## src/rtl/rgbcap_pkg.sv

```systemverilog
package rgbcap_pkg;

  localparam int CH_W   = 6;
  localparam int PIX_W  = 3 * CH_W;
  localparam int W16_W  = 16;
  localparam int BEATS6 = 3;
  localparam int BCNT_W = $clog2(BEATS6);

  typedef enum logic [1:0] {
    MODE_W18 = 2'b00,
    MODE_W16 = 2'b01,
    MODE_W6  = 2'b10,
    MODE_RSV = 2'b11
  } bus_mode_e;

  // The reserved code falls back to the full-width bus.
  function automatic bus_mode_e effective_mode(input logic [1:0] code);
    bus_mode_e m;
    case (code)
      2'b01:   m = MODE_W16;
      2'b10:   m = MODE_W6;
      default: m = MODE_W18;
    endcase
    return m;
  endfunction

  // Gather the two 8-pin groups of the 16-bit bus into one word.
  function automatic logic [W16_W-1:0] gather16(input logic [PIX_W-1:0] bus);
    return {bus[17:10], bus[8:1]};
  endfunction

  // Widen a 5-6-5 word to 6-6-6 by repeating the red and blue MSBs.
  function automatic logic [PIX_W-1:0] widen565(input logic [W16_W-1:0] w);
    logic [4:0] r5;
    logic [5:0] g6;
    logic [4:0] b5;
    r5 = w[15:11];
    g6 = w[10:5];
    b5 = w[4:0];
    return {r5, r5[4], g6, b5, b5[4]};
  endfunction

  // Channel carried on a 6-bit beat.
  function automatic logic [CH_W-1:0] narrow_lane(input logic [PIX_W-1:0] bus);
    return bus[PIX_W-1 -: CH_W];
  endfunction

endpackage

```

## src/rtl/rgbcap_sampler.sv

```systemverilog
module rgbcap_sampler
  import rgbcap_pkg::*;
(
  input  logic             clk,
  input  logic             rst_n,
  input  logic             dot_pol,
  input  logic             en_pol,
  input  logic             vid_dot,
  input  logic             vid_en,
  input  logic             vid_hsync,
  input  logic             vid_vsync,
  input  logic [PIX_W-1:0] vid_data,
  output logic             samp_evt,
  output logic             samp_en,
  output logic             samp_hs_lo,
  output logic             samp_vs_lo,
  output logic [PIX_W-1:0] samp_data
);

  logic             dot_q, dot_qq;
  logic             en_q, hs_q, vs_q;
  logic [PIX_W-1:0] data_q;

  always_ff @(posedge clk or negedge rst_n) begin
    if (!rst_n) begin
      dot_q  <= 1'b0;
      dot_qq <= 1'b0;
      en_q   <= 1'b0;
      hs_q   <= 1'b1;
      vs_q   <= 1'b1;
      data_q <= '0;
    end else begin
      dot_q  <= vid_dot;
      dot_qq <= dot_q;
      en_q   <= vid_en;
      hs_q   <= vid_hsync;
      vs_q   <= vid_vsync;
      data_q <= vid_data;
    end
  end

  // An active edge is a change whose new level is the inverse of the polarity bit.
  always_comb begin
    samp_evt   = (dot_q != dot_qq) && (dot_q == ~dot_pol);
    samp_en    = en_pol ? en_q : ~en_q;
    samp_hs_lo = ~hs_q;
    samp_vs_lo = ~vs_q;
    samp_data  = data_q;
  end

endmodule

```

## src/rtl/rgbcap_assembler.sv

```systemverilog
module rgbcap_assembler
  import rgbcap_pkg::*;
(
  input  logic              clk,
  input  logic              rst_n,
  input  bus_mode_e         mode,
  input  logic              samp_evt,
  input  logic              samp_en,
  input  logic              sync_lo,
  input  logic [PIX_W-1:0]  samp_data,
  output logic              pix_done,
  output logic [PIX_W-1:0]  pix_word,
  output logic [BCNT_W-1:0] beat_cnt
);

  localparam logic [BCNT_W-1:0] LAST_BEAT = BCNT_W'(BEATS6 - 1);

  logic [BCNT_W-1:0] cnt_q, cnt_base;
  logic [CH_W-1:0]   lane_q [BEATS6-1];
  logic              beat_ok;
  logic              narrow;

  assign narrow   = (mode == MODE_W6);
  assign beat_ok  = samp_evt && samp_en;
  assign cnt_base = (samp_evt && sync_lo) ? '0 : cnt_q;

  always_ff @(posedge clk or negedge rst_n) begin
    if (!rst_n) begin
      cnt_q <= '0;
    end else if (!narrow) begin
      cnt_q <= '0;
    end else if (beat_ok) begin
      cnt_q <= (cnt_base == LAST_BEAT) ? '0 : cnt_base + 1'b1;
    end else if (samp_evt && sync_lo) begin
      cnt_q <= '0;
    end
  end

  generate
    for (genvar i = 0; i < BEATS6 - 1; i++) begin : g_lane
      always_ff @(posedge clk or negedge rst_n) begin
        if (!rst_n) begin
          lane_q[i] <= '0;
        end else if (narrow && beat_ok && cnt_base == BCNT_W'(i)) begin
          lane_q[i] <= narrow_lane(samp_data);
        end
      end
    end
  endgenerate

  always_comb begin
    pix_done = beat_ok && (!narrow || cnt_base == LAST_BEAT);
    case (mode)
      MODE_W16: pix_word = widen565(gather16(samp_data));
      MODE_W6:  pix_word = {lane_q[0], lane_q[1], narrow_lane(samp_data)};
      default:  pix_word = samp_data;
    endcase
  end

  assign beat_cnt = cnt_q;

endmodule

```

## src/rtl/rgbcap_framer.sv

```systemverilog
module rgbcap_framer
  import rgbcap_pkg::*;
(
  input  logic             clk,
  input  logic             rst_n,
  input  logic             samp_evt,
  input  logic             samp_hs_lo,
  input  logic             samp_vs_lo,
  input  logic             pix_done,
  input  logic [PIX_W-1:0] pix_word,
  output logic             pix_valid,
  output logic [PIX_W-1:0] pix_data,
  output logic             pix_sof,
  output logic             pix_sol
);

  logic frame_pend, line_pend;
  logic hs_now, vs_now;

  assign hs_now = samp_evt && samp_hs_lo;
  assign vs_now = samp_evt && samp_vs_lo;

  always_ff @(posedge clk or negedge rst_n) begin
    if (!rst_n) begin
      pix_valid  <= 1'b0;
      pix_data   <= '0;
      pix_sof    <= 1'b0;
      pix_sol    <= 1'b0;
      frame_pend <= 1'b0;
      line_pend  <= 1'b0;
    end else if (pix_done) begin
      pix_valid  <= 1'b1;
      pix_data   <= pix_word;
      pix_sof    <= frame_pend || vs_now;
      pix_sol    <= line_pend || hs_now;
      frame_pend <= 1'b0;
      line_pend  <= 1'b0;
    end else begin
      pix_valid  <= 1'b0;
      pix_sof    <= 1'b0;
      pix_sol    <= 1'b0;
      frame_pend <= frame_pend || vs_now;
      line_pend  <= line_pend || hs_now;
    end
  end

endmodule

```

## src/rtl/rgb_pixel_capture.sv

```systemverilog
module rgb_pixel_capture
  import rgbcap_pkg::*;
(
  input  logic        clk,
  input  logic        rst_n,
  input  logic [1:0]  cfg_mode,
  input  logic        cfg_dot_pol,
  input  logic        cfg_en_pol,
  input  logic        vid_dot,
  input  logic        vid_en,
  input  logic        vid_hsync,
  input  logic        vid_vsync,
  input  logic [17:0] vid_data,
  output logic        pix_valid,
  output logic [17:0] pix_data,
  output logic        pix_sof,
  output logic        pix_sol
);

  bus_mode_e         mode;
  logic              samp_evt, samp_en, samp_hs_lo, samp_vs_lo;
  logic [PIX_W-1:0]  samp_data;
  logic              pix_done;
  logic [PIX_W-1:0]  pix_word;
  logic [BCNT_W-1:0] beat_cnt;
  logic              mode_narrow;

  assign mode        = effective_mode(cfg_mode);
  assign mode_narrow = (mode == MODE_W6);

  rgbcap_sampler u_sampler (
    .clk        (clk),
    .rst_n      (rst_n),
    .dot_pol    (cfg_dot_pol),
    .en_pol     (cfg_en_pol),
    .vid_dot    (vid_dot),
    .vid_en     (vid_en),
    .vid_hsync  (vid_hsync),
    .vid_vsync  (vid_vsync),
    .vid_data   (vid_data),
    .samp_evt   (samp_evt),
    .samp_en    (samp_en),
    .samp_hs_lo (samp_hs_lo),
    .samp_vs_lo (samp_vs_lo),
    .samp_data  (samp_data)
  );

  rgbcap_assembler u_assembler (
    .clk       (clk),
    .rst_n     (rst_n),
    .mode      (mode),
    .samp_evt  (samp_evt),
    .samp_en   (samp_en),
    .sync_lo   (samp_hs_lo || samp_vs_lo),
    .samp_data (samp_data),
    .pix_done  (pix_done),
    .pix_word  (pix_word),
    .beat_cnt  (beat_cnt)
  );

  rgbcap_framer u_framer (
    .clk        (clk),
    .rst_n      (rst_n),
    .samp_evt   (samp_evt),
    .samp_hs_lo (samp_hs_lo),
    .samp_vs_lo (samp_vs_lo),
    .pix_done   (pix_done),
    .pix_word   (pix_word),
    .pix_valid  (pix_valid),
    .pix_data   (pix_data),
    .pix_sof    (pix_sof),
    .pix_sol    (pix_sol)
  );

endmodule

```

## config.mk

```make
export PLATFORM = sky130hd
export DESIGN_NAME = rgb_pixel_capture
export DESIGN_NICKNAME = d
export VERILOG_FILES = /design/src/rtl/rgbcap_pkg.sv /design/src/rtl/rgbcap_sampler.sv /design/src/rtl/rgbcap_assembler.sv /design/src/rtl/rgbcap_framer.sv /design/src/rtl/rgb_pixel_capture.sv
export SDC_FILE = /design/constraint.sdc
export NUM_CORES = 1
export LEC_CHECK = 0
export ABC_AREA = 1
export BUFFER_PORTS_ARGS = -buffer_cell sky130_fd_sc_hd__buf_2
export CAP_MARGIN = 10
export CORE_ASPECT_RATIO = 0.5
export CORE_MARGIN = 8
export CORE_UTILIZATION = 55
export DETAILED_ROUTE_END_ITERATION = 8
export PLACE_DENSITY = 0.85
export REMOVE_ABC_BUFFERS = 1
export SETUP_SLACK_MARGIN = 0.15
export SLEW_MARGIN = 20
export SYNTH_ARGS = -nofsm -noshare
export SYNTH_HDL_FRONTEND = slang
export SYNTH_SLANG_ARGS = --single-unit
```

## constraint.sdc

```tcl
create_clock -name clk -period 2.9 [get_ports clk]
set_clock_uncertainty 0.05 [all_clocks]
set_input_delay 0.145 -clock clk [delete_from_list [all_inputs] [get_ports clk]]
set_output_delay 0.145 -clock clk [all_outputs]
set_load 0.02 [all_outputs]
```

# Word-level counts from Yosys, hierarchy flattened
# Cells that the tools add are included.
# Widths: inputs -> output; s select.
[totals]
wordCells = 55
mem_count = 0
mem_bits_rw = 0
latch_bits = 0
regBits = 60
input_bits = 28
rom_bits = 0
out_inout_bits = 21
[op_classes]
bitwise_logic = 4
n_shift = 0
div = 0
n_eq_ne = 8
n_mul = 0
n_addsub = 1
muxes = 12
magnitude_cmp = 0
reduce_logical = 15
[op_table]
columns = ["op", "n"]
rows = [
  ["$pmux 18 s2", 1],
  ["$logic_and 1x1->1", 9],
  ["$mux 2", 4],
  ["$eq 2x1->1 const B", 3],
  ["$eq 2x2->1 const B", 3],
  ["$mux 1", 6],
  ["$logic_or 1x1->1", 4],
  ["$not 1->1", 4],
  ["$pmux 2 s2", 1],
  ["$add 2x1->2 const B", 1],
  ["$logic_not 2->1", 1],
  ["$eq 1x1->1", 1],
  ["$logic_not 1->1", 1],
  ["$ne 1x1->1", 1],
]

# Logic depth before layout (Yosys ltp)
[depth]
ltp_word = 9
mapped_depth = 10

# By module
# A second synthesis with hierarchy kept.
[hier_totals]
hier_cells = 265
hier_area_um2 = 2469.9
[modules_own_cells]
columns = ["module", "area_each_um2", "cells_each", "instances", "seq_area_each_um2"]
rows = [
  ["rgbcap_assembler", 953.4, 133, 1, 350.3],
  ["rgbcap_framer", 862.1, 90, 1, 575.6],
  ["rgbcap_sampler", 628.1, 35, 1, 578.1],
  ["rgb_pixel_capture", 26.3, 7, 1, 0.0],
]

# Worst setup path after synthesis
# No wires, ideal clock.
[synth_path]
kind = "reg2reg"
start = "register u_sampler.hs_q"
end = "register u_framer.pix_data[10]"
n_path_buf = 1
setup_slack_ns = 1.560
period_less_slack_ns = 1.340
path_stages_with_launch = 9
arrival_time_ns = 1.173
required_ns = 2.733
path_cell_list = "dfstp_2 -> nand2_1 -> nand3_4 -> nand3_2 -> nand2_4 -> nand2_2 -> buf_6 -> nand2_1 -> nand2_1"
[synth_via]
elab_chain_len = 7
[synth_lines]
columns = ["item", "line_no", "source"]
rows = [
  ["start: declaration", "rgbcap_sampler.sv:21", "logic en_q, hs_q, vs_q;"],
  ["start signal: assignment", "rgbcap_sampler.sv:36", "hs_q <= vid_hsync;"],
  ["$not 1->1", "rgbcap_sampler.sv:46", "samp_hs_lo = ~hs_q;"],
  ["$logic_or 1x1->1", "rgb_pixel_capture.sv:54", ".sync_lo (samp_hs_lo || samp_vs_lo),"],
  ["$logic_and 1x1->1", "rgbcap_assembler.sv:25", "assign cnt_base = (samp_evt && sync_lo) ? '0 : cnt_q;"],
  ["$mux 2", "rgbcap_assembler.sv:25", ""],
  ["$eq 2x2->1", "rgbcap_assembler.sv:52", "pix_done = beat_ok && (!narrow || cnt_base == LAST_BEAT);"],
  ["$logic_or 1x1->1", "rgbcap_assembler.sv:52", ""],
  ["$logic_and 1x1->1", "rgbcap_assembler.sv:52", ""],
  ["end signal: assignment", "rgbcap_framer.sv:33", "pix_data <= pix_word;"],
  ["end: declaration", "rgbcap_framer.sv:12", "output logic [PIX_W-1:0] pix_data,"],
]
# Every way passes these cells.
# A chain may end at the register's enable or synchronous reset.

# Final worst setup path
[layout_path]
start = "register u_sampler.en_q"
end = "register u_framer.pix_data[1]"
[layout_via]
elab_chain_len = 4
[layout_lines]
columns = ["item", "line_no", "source"]
rows = [
  ["start: declaration", "rgbcap_sampler.sv:21", ""],
  ["start signal: assignment", "rgbcap_sampler.sv:35", "en_q <= vid_en;"],
  ["$not 1->1", "rgbcap_sampler.sv:45", "samp_en = en_pol ? en_q : ~en_q;"],
  ["$mux 1 (*)", "rgbcap_sampler.sv:45", ""],
  ["$logic_and 1x1->1 (*)", "rgbcap_assembler.sv:24", "assign beat_ok = samp_evt && samp_en;"],
  ["$logic_and 1x1->1 (*)", "rgbcap_assembler.sv:52", ""],
]
# Mark *: on every way between the ends. The rest lies on a longest branch, timed or not.

==> summary.txt <==
Synthesis
  – Top area cells in the synthesized netlist: dfrtp_1 (58%), nand2_1 (8.2%), nand3_1 (5.6%)
  – Number of synthesized register bits: 60
  – Post-synth top flop: dfrtp_1
  – Share of the synthesized area in the top cell type: 0.578
  – Post-Syn Area: 2510 µm²
  – Post-synthesis cell count: 249
  – Post-synth top area cell: dfrtp_1
  – Cell with the most instances after synthesis: dfrtp_1
  – Post-synth top cells: dfrtp_1 (58), nand2_1 (55), nand3_1 (28)
  – EDFF count, synth: 0
  – Synth cell types: 28
  – Avg Inst Size Synth: 10.1 µm²
  – Ys async rst share: 1.00
  – Synth Warn #: 0
  – Post-synthesis sequential area ratio: 0.599

Place
  – Detailed Place HPWL: 3820 µm
  – Placer Congestion: 0.859
  – IO buf count: 48

Finish
  – Area growth syn-to-layout: 27.0%
  – Ant diodes: 0
  – Share of layout cells above drive strength 1: 0.294
  – Nets: 352
  – Final Util: 0.724

Route
  – Final wirelength: slightly below 6000 µm
  – DR pass1 iterations: 5
  – Detailed-route via count: 2074
  – Number of nets still failing antenna checks after routing: 0
  – DR WL/cell: about 16 µm
  – Vias per cell: 5.40
  – Detailed-route DRC error count: 0
  – DRT iter0 DRCs: 209

Clock tree
  – H-tree depth: 3
  – Clk root buf: clkbuf_8
  – Clk_lat worst skew: 0.34 ns
  – CTS Buf Count: 9
  – CTS tree: yes
  – Clk sinks: 60
  – Post-CTS setup buffers: 0
  – Clock buffer depth: 2
  – Clock slew at reported path FFs: 0.06 ns

GRT
  – GR Overflow Total: 0
  – Vias in the first global route: 2164
  – Initial antenna violation count: 0
  – First-pass GRT wire length: 10100 µm
  – Largest net degree at the start of global routing: 49
  – GR Util All Layers: 0.180

Setup path
  – Crit path DAT: 2.01 ns
  – Worst R2R Setup Slack: roughly 1.1 ns
  – Critical path required time: 3.07 ns
  – Startpoint Class: flip-flop
  – FF-to-FF path depth: 7
  – Origin of the critical flop-to-flop path: u_sampler.en_q$_DFF_PN0_
  – Kind of critical path: reg2reg
  – Critical R2R Capture: u_framer.pix_data[1]$_DFFE_PN0P_
  – Max Fanout on Critical Path: 21
  – Worst Setup End Kind: flip-flop

Timing
  – RSZ-0062 raised after global routing: no
  – Final period utilization: 0.634
  – Max frequency: 0.544 GHz
  – Minimum clock period: 1.84 ns
  – Fin. Hold Viols: 0
  – Final setup vio count: 0
  – Total negative slack: 0 ns
  – Slew of the pin with the lowest slew margin: 0.590 ns
  – Hold Slack: 0.266 ns
  – Slew HR: 0.607
  – Slew Viols, Final: 0

Die
  – Row cnt: 17
  – Ports: 49
  – Chip Width: 112 µm
  – DIE AREA: a little over 7000 µm²
  – Starting density of the core: 0.570
  – Die Span Y: between 60 and 70 µm
  – Core Region: 4400 µm²

Min path
  – Hold Path Class: in2reg
  – Hold Path Cell Cnt: 5
  – Hold Startpoint: cfg_en_pol
  – Hold EP: u_assembler.beat_cnt[1]$_DFF_PN0_

Power and ir drop
  – VDD IR max: 0.449 mV
  – P_leak: 1.61 nW
  – Pwr Density: 687 nW/µm²

Run status
  – Outcome: finished, final reports clean

Run
  – Maxcap violations: 0
==> kinds of logic (layout without fill, tap and decap cells) <==
group	Yosys count	after routing	share of synthesized area
and+or+nand+nor	106	106	0.208
DFF	60	60	0.599
AOI/OAI and AO/OA	45	45	0.111
buffers and inverters	36	114	0.0722
adders and majority gates	2	2	0.00996
==> worst max path at each step <==
stage	startpoint	to	slack, ns
3_5_place_dp	u_sampler.en_q$_DFF_PN0_	u_framer.line_pend$_DFF_PN0_	1.11
6_report	u_sampler.en_q$_DFF_PN0_	u_framer.pix_data[1]$_DFFE_PN0P_	1.06
3_3_place_gp	u_sampler.en_q$_DFF_PN0_	u_framer.frame_pend$_DFF_PN0_	1.22
5_1_grt	u_sampler.dot_q$_DFF_PN0_	u_framer.pix_data[1]$_DFFE_PN0P_	0.95
4_1_cts	u_sampler.en_q$_DFF_PN0_	u_framer.line_pend$_DFF_PN0_	1.09
2_1_floorplan	u_sampler.en_q$_DFF_PN0_	u_framer.frame_pend$_DFF_PN0_	1.43
==> cell usage in the layout (no fill, tap or decap), types with 2 or more instances in the layout <==
| cell | count |
|---|---|
| inv_2 | 2 |
| nor2_1 | 3 |
| dlygate4sd3_1 | 23 |
| ha_1 | 2 |
| o21ai_0 | 27 |
| o211ai_1 | 4 |
| dfrtp_1 | 58 |
| nand2_1 | 55 |
| inv_1 | 22 |
| nand3_2 | 3 |
| o21bai_1 | 2 |
| nand2_2 | 10 |
| clkbuf_1 | 3 |
| buf_2 | 47 |
| dfstp_2 | 2 |
| o21ai_2 | 10 |
| nand3_1 | 28 |
| buf_4 | 3 |
| nor2_2 | 2 |
| clkbuf_8 | 12 |
==> per-layer routing <==
layer | up-vias | wire, µm | track usage
met5 | - | 0 | 0
met1 | 998 | 2490 | 0.198
met3 | 20 | 409 | 0.0646
met2 | 98 | 2920 | 0.308
li1 | 958 | - | -
met4 | 0 | 144 | 0.0944
==> where the power goes <==
group          total, W  switching (W)  internal, W  leakage (nW)
Sequential      0.00101      0.0000611     0.000950         0.718
Combinational  0.000410       0.000261     0.000150         0.792
Clock          0.000769       0.000300     0.000468         0.104
Total           0.00219       0.000622      0.00157          1.61
==> worst max-delay path, stage by stage (launching register included) <==
cell and delay, ns:
dfrtp_1 0.37, or2_0 0.23, nand2_2 0.09, nand3_2 0.08
inv_2 0.27, nand2_2 0.34, nand2_1 0.21, nand2_1 0.08
==> layout make-up <==
cell class              instances  area [µm²]
inverters                      25        93.8
multi-input cells             153         826
flip-flops and latches         60        1500
fillers                       302        1210
well taps                      57        71.3
clock buffers                  15         176
repair buffers                 73         488
clock inverters                 1        30.0
==> metrics by stage <==
stage / std cells / total power, W / cell area, µm² / setup WS (ns)
after detailed placement: 345 / 0.00140 / 2750 / 1.11
final: 384 / 0.00219 / 3190 / 1.06
after global routing: 384 / 0.00230 / 3190 / 0.946
after global placement: 345 / 0.00138 / 2750 / 1.22
after floorplan: 238 / 0.00125 / 2420 / 1.43
after CTS: 384 / 0.00220 / 3190 / 1.09
==> what timing repair did <==
item / CTS / global route
hold buffers: 23 / 0
gates resized for setup: 0 / 0
endpoints found under the hold margin: 68 / 0
==> registers in the layout, indices dropped and copies added (netlist names), 2 cells and up <==
| register | flops |
|---|---|
| u_assembler.beat_cnt | 2 |
| u_framer.pix_data | 18 |
| u_assembler.lane_q | 12 |
| u_sampler.samp_data | 18 |
No activity file was read; power rests on OpenSTA's default activity.
